===== src/rtl/ext_stretch_ctrl.sv =====
module ext_stretch_ctrl #(
  parameter int AW = 16,
  parameter int DW = 32,
  parameter int SW = 3
) (
  input  logic          clk,
  input  logic          rst_n,
  input  logic          req_valid,
  output logic          req_ready,
  input  logic          req_write,
  input  logic [AW-1:0] req_addr,
  input  logic [DW-1:0] req_wdata,
  input  logic [SW-1:0] cfg_stretch,
  input  logic          cfg_wait_en,
  output logic          rsp_done,
  output logic [DW-1:0] rsp_rdata,
  output logic          bus_cs_n,
  output logic          bus_we_n,
  output logic [AW-1:0] bus_addr,
  output logic [DW-1:0] bus_dout,
  output logic          bus_oe,
  input  logic [DW-1:0] bus_din,
  input  logic          bus_wait
);
  localparam int CW = SW + 1;

  logic          busy, we_q, wen_q, wsync1, wsync2;
  logic [SW-1:0] cfg_q;
  logic [CW-1:0] cnt, base;
  logic [AW-1:0] addr_q;
  logic [DW-1:0] wdata_q;
  logic          at_base, hold, fin, accept;

  assign base    = (wen_q && cfg_q == '0) ? CW'(2) : CW'(cfg_q) + CW'(1);
  assign at_base = (cnt == base);
  assign hold    = wen_q && wsync2;
  assign fin     = busy && at_base && !hold;

  assign req_ready = !busy || fin;
  assign accept    = req_valid && req_ready;

  assign bus_cs_n = !busy;
  assign bus_we_n = !(busy && we_q);
  assign bus_oe   = busy && we_q;
  assign bus_addr = addr_q;
  assign bus_dout = wdata_q;

  always_ff @(posedge clk or negedge rst_n) begin
    if (!rst_n) begin
      wsync1 <= 1'b0;
      wsync2 <= 1'b0;
    end else begin
      wsync1 <= bus_wait;
      wsync2 <= wsync1;
    end
  end

  always_ff @(posedge clk or negedge rst_n) begin
    if (!rst_n) begin
      busy    <= 1'b0;
      cnt     <= '0;
      cfg_q   <= '0;
      wen_q   <= 1'b0;
      we_q    <= 1'b0;
      addr_q  <= '0;
      wdata_q <= '0;
    end else if (accept) begin
      busy    <= 1'b1;
      cnt     <= '0;
      cfg_q   <= cfg_stretch;
      wen_q   <= cfg_wait_en;
      we_q    <= req_write;
      addr_q  <= req_addr;
      wdata_q <= req_wdata;
    end else if (fin) begin
      busy <= 1'b0;
    end else if (busy && !at_base) begin
      cnt <= cnt + CW'(1);
    end
  end

  always_ff @(posedge clk or negedge rst_n) begin
    if (!rst_n) begin
      rsp_done  <= 1'b0;
      rsp_rdata <= '0;
    end else begin
      rsp_done <= fin;
      if (fin && !we_q) rsp_rdata <= bus_din;
    end
  end
endmodule


===== config.mk =====
export PLATFORM = sky130hd
export DESIGN_NAME = ext_stretch_ctrl
export DESIGN_NICKNAME = d
export VERILOG_FILES = /design/src/rtl/ext_stretch_ctrl.sv
export SDC_FILE = /design/constraint.sdc
export NUM_CORES = 1
export LEC_CHECK = 0
export ABC_AREA = 1
export BUFFER_PORTS_ARGS = -buffer_cell sky130_fd_sc_hd__buf_2
export CAP_MARGIN = 20
export CORE_MARGIN = 2
export CORE_UTILIZATION = 30
export CTS_BUF_LIST = sky130_fd_sc_hd__clkbuf_4
export CTS_CLUSTER_SIZE = 10
export DETAILED_ROUTE_END_ITERATION = 16
export SETUP_SLACK_MARGIN = 0.4
export SKIP_CTS_REPAIR_TIMING = 1
export SLEW_MARGIN = 10
export SYNTH_ARGS = -nofsm -noshare
export SYNTH_HDL_FRONTEND = slang
export SYNTH_SLANG_ARGS = --single-unit
export TNS_END_PERCENT = 20

===== constraint.sdc =====
create_clock -name clk -period 3.55 [get_ports clk]
set_clock_uncertainty 0.05 [all_clocks]
set_input_delay 0.1775 -clock clk [delete_from_list [all_inputs] [get_ports clk]]
set_output_delay 0.1775 -clock clk [all_outputs]
set_load 0.02 [all_outputs]

== After elaboration in Yosys (flattened, before gate mapping) ==
Cells that the tools add are included.
Word-level totals
  flip-flop bits (word level): 93
  output and inout port bits: 85
  logic and storage cells: 39
Cells by class
  $add $sub $neg: 2
  eq/ne operators: 2
  multiplexer cells: 6
  reduce and logical (&&, ||, !) cells: 18
Operators by type and width (count)
  2-to-1 mux 4 bit: 4
  logical AND 1 bit: 8
  zero test 1 bit: 5
  adder 3 x 1 -> 4 bit (second input constant): 1
  adder 4 x 1 -> 4 bit (second input constant): 1
  == test 4 bit: 1
  nonzero test 2 bit: 2
  zero test 3 bit: 1
  2-to-1 mux 1 bit: 2
  != test 2 x 1 -> 1 bit (second input constant): 1
  AND reduction 2 bit: 1
  logical OR 1 bit: 1

== Longest topological paths before layout ==
  word-level depth: 10
  gate-level depth with buffers: 14
  depth with buffers taken out: 14

== Worst setup path after synthesis ==
Ideal clock, no wire load.
  path type: register -> register
  start: register cfg_q[0]
  end: register addr_q[10], in the netlist bus_addr[10]
  library setup time: 0.116 ns
  arrival time: 1.758 ns
  required time: 3.384 ns
  path slack: 1.625 ns
  stages on the path, launching flop included: 15
  period minus slack after synthesis: 1.925 ns
  path through: dfrtp_1 -> inv_1 -> ha_1 -> inv_1 -> nand2_1 -> nand2_1 -> nand2_1 -> nor2_2 -> nand3_2 -> nand2_2 -> nand2_2 -> buf_2 -> buf_6 -> nand2_1 -> nand2_1
Between the ends
  cells in the longest elaborated chain, start to end: 8
  elaborated cells on any way between the ends: 9
RTL lines
  from (decl): RTL line 28  | logic [SW-1:0] cfg_q;
  from (signal assigned): RTL line 70  | cfg_q <= cfg_stretch;
  branches (longest 2 deep; another with adder 3 x 1 -> 4 bit)
  2-to-1 mux 4 bit (*): RTL line 34  | assign base = (wen_q && cfg_q == '0) ? CW'(2) : CW'(cfg_q) + CW'(1);
  == test 4 bit (*): RTL line 35  | assign at_base = (cnt == base);
  logical AND 1 bit (*) (2 in series): RTL line 37  | assign fin = busy && at_base && !hold;
  logical OR 1 bit (*): RTL line 39  | assign req_ready = !busy || fin;
  net req_ready: RTL line 9  | output logic req_ready,
  logical AND 1 bit (*): RTL line 40  | assign accept = req_valid && req_ready;
  to (signal assigned): RTL line 73  | addr_q <= req_addr;
  to (decl): RTL line 30  | logic [AW-1:0] addr_q;
Mark *: on every way through the listed nets, which the timed path passes.
A chain may end at the register's enable or synchronous reset.

== Final worst setup path ==
  start: register cfg_q[0]
  end: register rsp_rdata[19]
Between the ends
  cells in the longest elaborated chain, start to end: 7
  elaborated cells on any way between the ends: 8
RTL lines
  branches (longest 2 deep; another with adder 3 x 1 -> 4 bit)
  2-to-1 mux 4 bit (*): RTL line 34
  == test 4 bit (*): RTL line 35
  logical AND 1 bit (*) (2 in series): RTL line 37
  logical AND 1 bit (*): RTL line 88  | if (fin && !we_q) rsp_rdata <= bus_din;
  to (signal assigned): RTL line 88
  to (decl): RTL line 16  | output logic [DW-1:0] rsp_rdata,
Mark *: on every way between the ends.

==> impl_metrics.json <==
{
  "globalRouteTotalUtil_pct": 13.7,
  "synth_nets": 524,
  "min_period_over_period_pct": 66.5,
  "ant_nets": 0,
  "startpoint_type": "flip-flop",
  "crit_path_start": "cfg_q[0]",
  "cp_max_fo": 64,
  "layout-drive-gt1-share_pct": 33.1,
  "clk_pin_slew_ps": 140,
  "nets": 781,
  "final_core_util_pct": 46.2,
  "fmax_mhz": 424,
  "worstReg2RegStart": "cfg_q[0]",
  "synthCells": 432,
  "drt_iter0_markers": 164,
  "ys_seq_area_share_pct": 59.2,
  "portBuffers": 173,
  "synth_most_common_cell": "nand2_1",
  "die_h_um": 118,
  "holdCritStartpoint": "req_valid",
  "ctsLongestPathBuffers": 2,
  "ir_drop_mv": 0.325,
  "routed_wl_um": 10500,
  "status": "finished clean",
  "ys_warn_count": 0,
  "dp_hpwl_um": 6620,
  "cts_tree": "yes",
  "final.fill_count": 1240,
  "wl_per_cell_um": 12.1,
  "grt_max_degree": 77,
  "p_per_area_nw_per_um2": 835,
  "vias": 3537,
  "hold_violations": 0,
  "syn2layout_area_growth_pct": 49.5,
  "clock_latency_ps": 440,
  "tightest_slew_ps": 973,
  "required_ps": 3810,
  "die_w_um": 118,
  "ys_types": 19,
  "initial_core_util_pct": 30.9,
  "rows": 41,
  "cts_num_sinks": 93,
  "p_seq_share_pct": 38.1,
  "via_per_inst": 4.08,
  "netlist.area_leader.share_pct": 59.2,
  "rsz0062_at_grt": "no",
  "first_global_vias": 3361,
  "core_um2": 12700,
  "slew_headroom_pct": 35.1,
  "drc": 0,
  "comb_power_share_pct": 52.2,
  "period_needed_ps": 2360,
  "yosys-top-cells-count": "212 x nand2_1, 93 x dfrtp_1, 46 x inv_1",
  "ys_ff_latch": 93,
  "avgSynthCellArea_um2": 9.09,
  "die-area_um2": 14000,
  "leakagePower_nw": 3.35,
  "async_flop_share_pct": 100,
  "tns_ps": 0,
  "drtPass1Iterations": 4,
  "worstPathCellList": "inv_1, ha_1, nand3_2, nand3_1, nand2_1, nor2_2, nand3_2, or2_2, buf_4, nand2_1, o21ai_2",
  "grt_pass1_wl_um": 15500,
  "crit_buf_inv": 2,
  "power_frac_clock_pct": 9.7,
  "htreeDepth": 3,
  "switchingPower_mw": 2.31,
  "crit_family": "simple AND/OR/NAND/NOR gates",
  "intPower_mw": 2.59,
  "worst_hold_path_type": "input pin to flip-flop",
  "cts-root-buf": "clkbuf_4",
  "drv_slew": 0,
  "crit_path_end_kind": "flip-flop",
  "critPathSlowestCell": "dfrtp_1",
  "crit_type": "flip-flop to flip-flop",
  "synth.area.top_cells": "dfrtp_1 59%, nand2_1 20%, o21ai_2 7.1%",
  "antenna_found_initial": 1,
  "numCtsBuffers": 9,
  "synth-edff-count": 0,
  "overflow": 0,
  "io_pins": 174,
  "routabilityCongestion": 0.753,
  "syn_area_um2": 3930,
  "swShare_pct": 47.1,
  "cp.arrival_ps": 2620,
  "hold_ws_ps": 214,
  "synth_area_leader_cell": "dfrtp_1",
  "max_stage_delay_ps": 440,
  "maxCapViolCount": 0,
  "ys.flop_type": "dfrtp_1",
  "setup_viol": 0
}
layout by cell type (no fill, tap or decap), types with 3 or more instances in the layout:
cell type / instances
buf_2: 172
ha_1: 3
dfrtp_1: 93
nand3_1: 10
nand2_1: 212
buf_4: 4
o21ai_2: 32
dlygate4sd3_1: 87
clkinv_1: 4
clkbuf_4: 9
nor2_1: 5
inv_1: 46
per-stage QoR:
| step | setup WS [ps] | area, um2 | cells | total power, mW |
|---|---|---|---|---|
| finish | 1190 | 5870 | 867 | 4.90 |
| global route | 999 | 5870 | 867 | 5.31 |
| CTS | 1190 | 5000 | 779 | 4.89 |
| detailed placement | 1230 | 4900 | 763 | 4.38 |
| global placement | 1290 | 4900 | 763 | 4.32 |
| floorplan | 1630 | 3930 | 432 | 3.66 |
tightest hold or removal path, cell delays in order:
cell and delay, ps:
buf_2 100, nand2_2 70, inv_2 190, nand2_1 110
nand2_1 40
layout make-up:
type	instances	area (um2)	share of cell area (%)
tap	172	215	3.67
clock inverter	7	32.5	0.554
sequential	93	2330	39.6
timing repair buffer	264	1780	30.3
multi-input combinational	273	1260	21.5
antenna	1	2.50	0.0426
inverter	48	180	3.07
clock buffer	9	67.6	1.15
sequential cells by signal, indices dropped and copies added, names as in the netlist, 3 cells and up:
register and flops:
cnt 4, bus_addr 16, bus_dout 32, rsp_rdata 32, cfg_q 3
final timing paths:
path	to	slack, ps	cells after the start
worst max register to register	rsp_rdata[19]	1190	11
max in group asynchronous	rsp_rdata[19]	2280	3
worst max-delay path	rsp_rdata[19]	1190	11
min in group asynchronous	bus_addr[2]	370	2
worst min register to register	wsync2	320	0
worst min-delay path	bus_dout[21]	210	5
cells by family after synthesis:
logic type / after synthesis / synth area share, %
buf+inv: 66 / 8.57
flops: 93 / 59.2
xor+xnor: 3 / 0.669
fa+ha+maj: 3 / 0.956
simple gates: 234 / 23.3
compound gates: 33 / 7.26
routing by layer:
layer	share of wire, %	track usage [%]	up-vias
met5	0	0	-
met1	41	15.7	1639
met4	2.0	7.74	0
li1	-	-	1808
met3	3.0	2.70	12
met2	54	23.8	78
power groups by stage:
stage	Sequential (mW)	Combinational [mW]	Clock, mW
5_1_grt	1.93	2.83	0.551
6_report	1.87	2.56	0.476
3_5_place_dp	1.88	2.50	0
3_3_place_gp	1.87	2.45	0
4_1_cts	1.87	2.50	0.515
2_1_floorplan	2.40	1.26	0
Note: power is estimated with default switching activity, not from simulation.
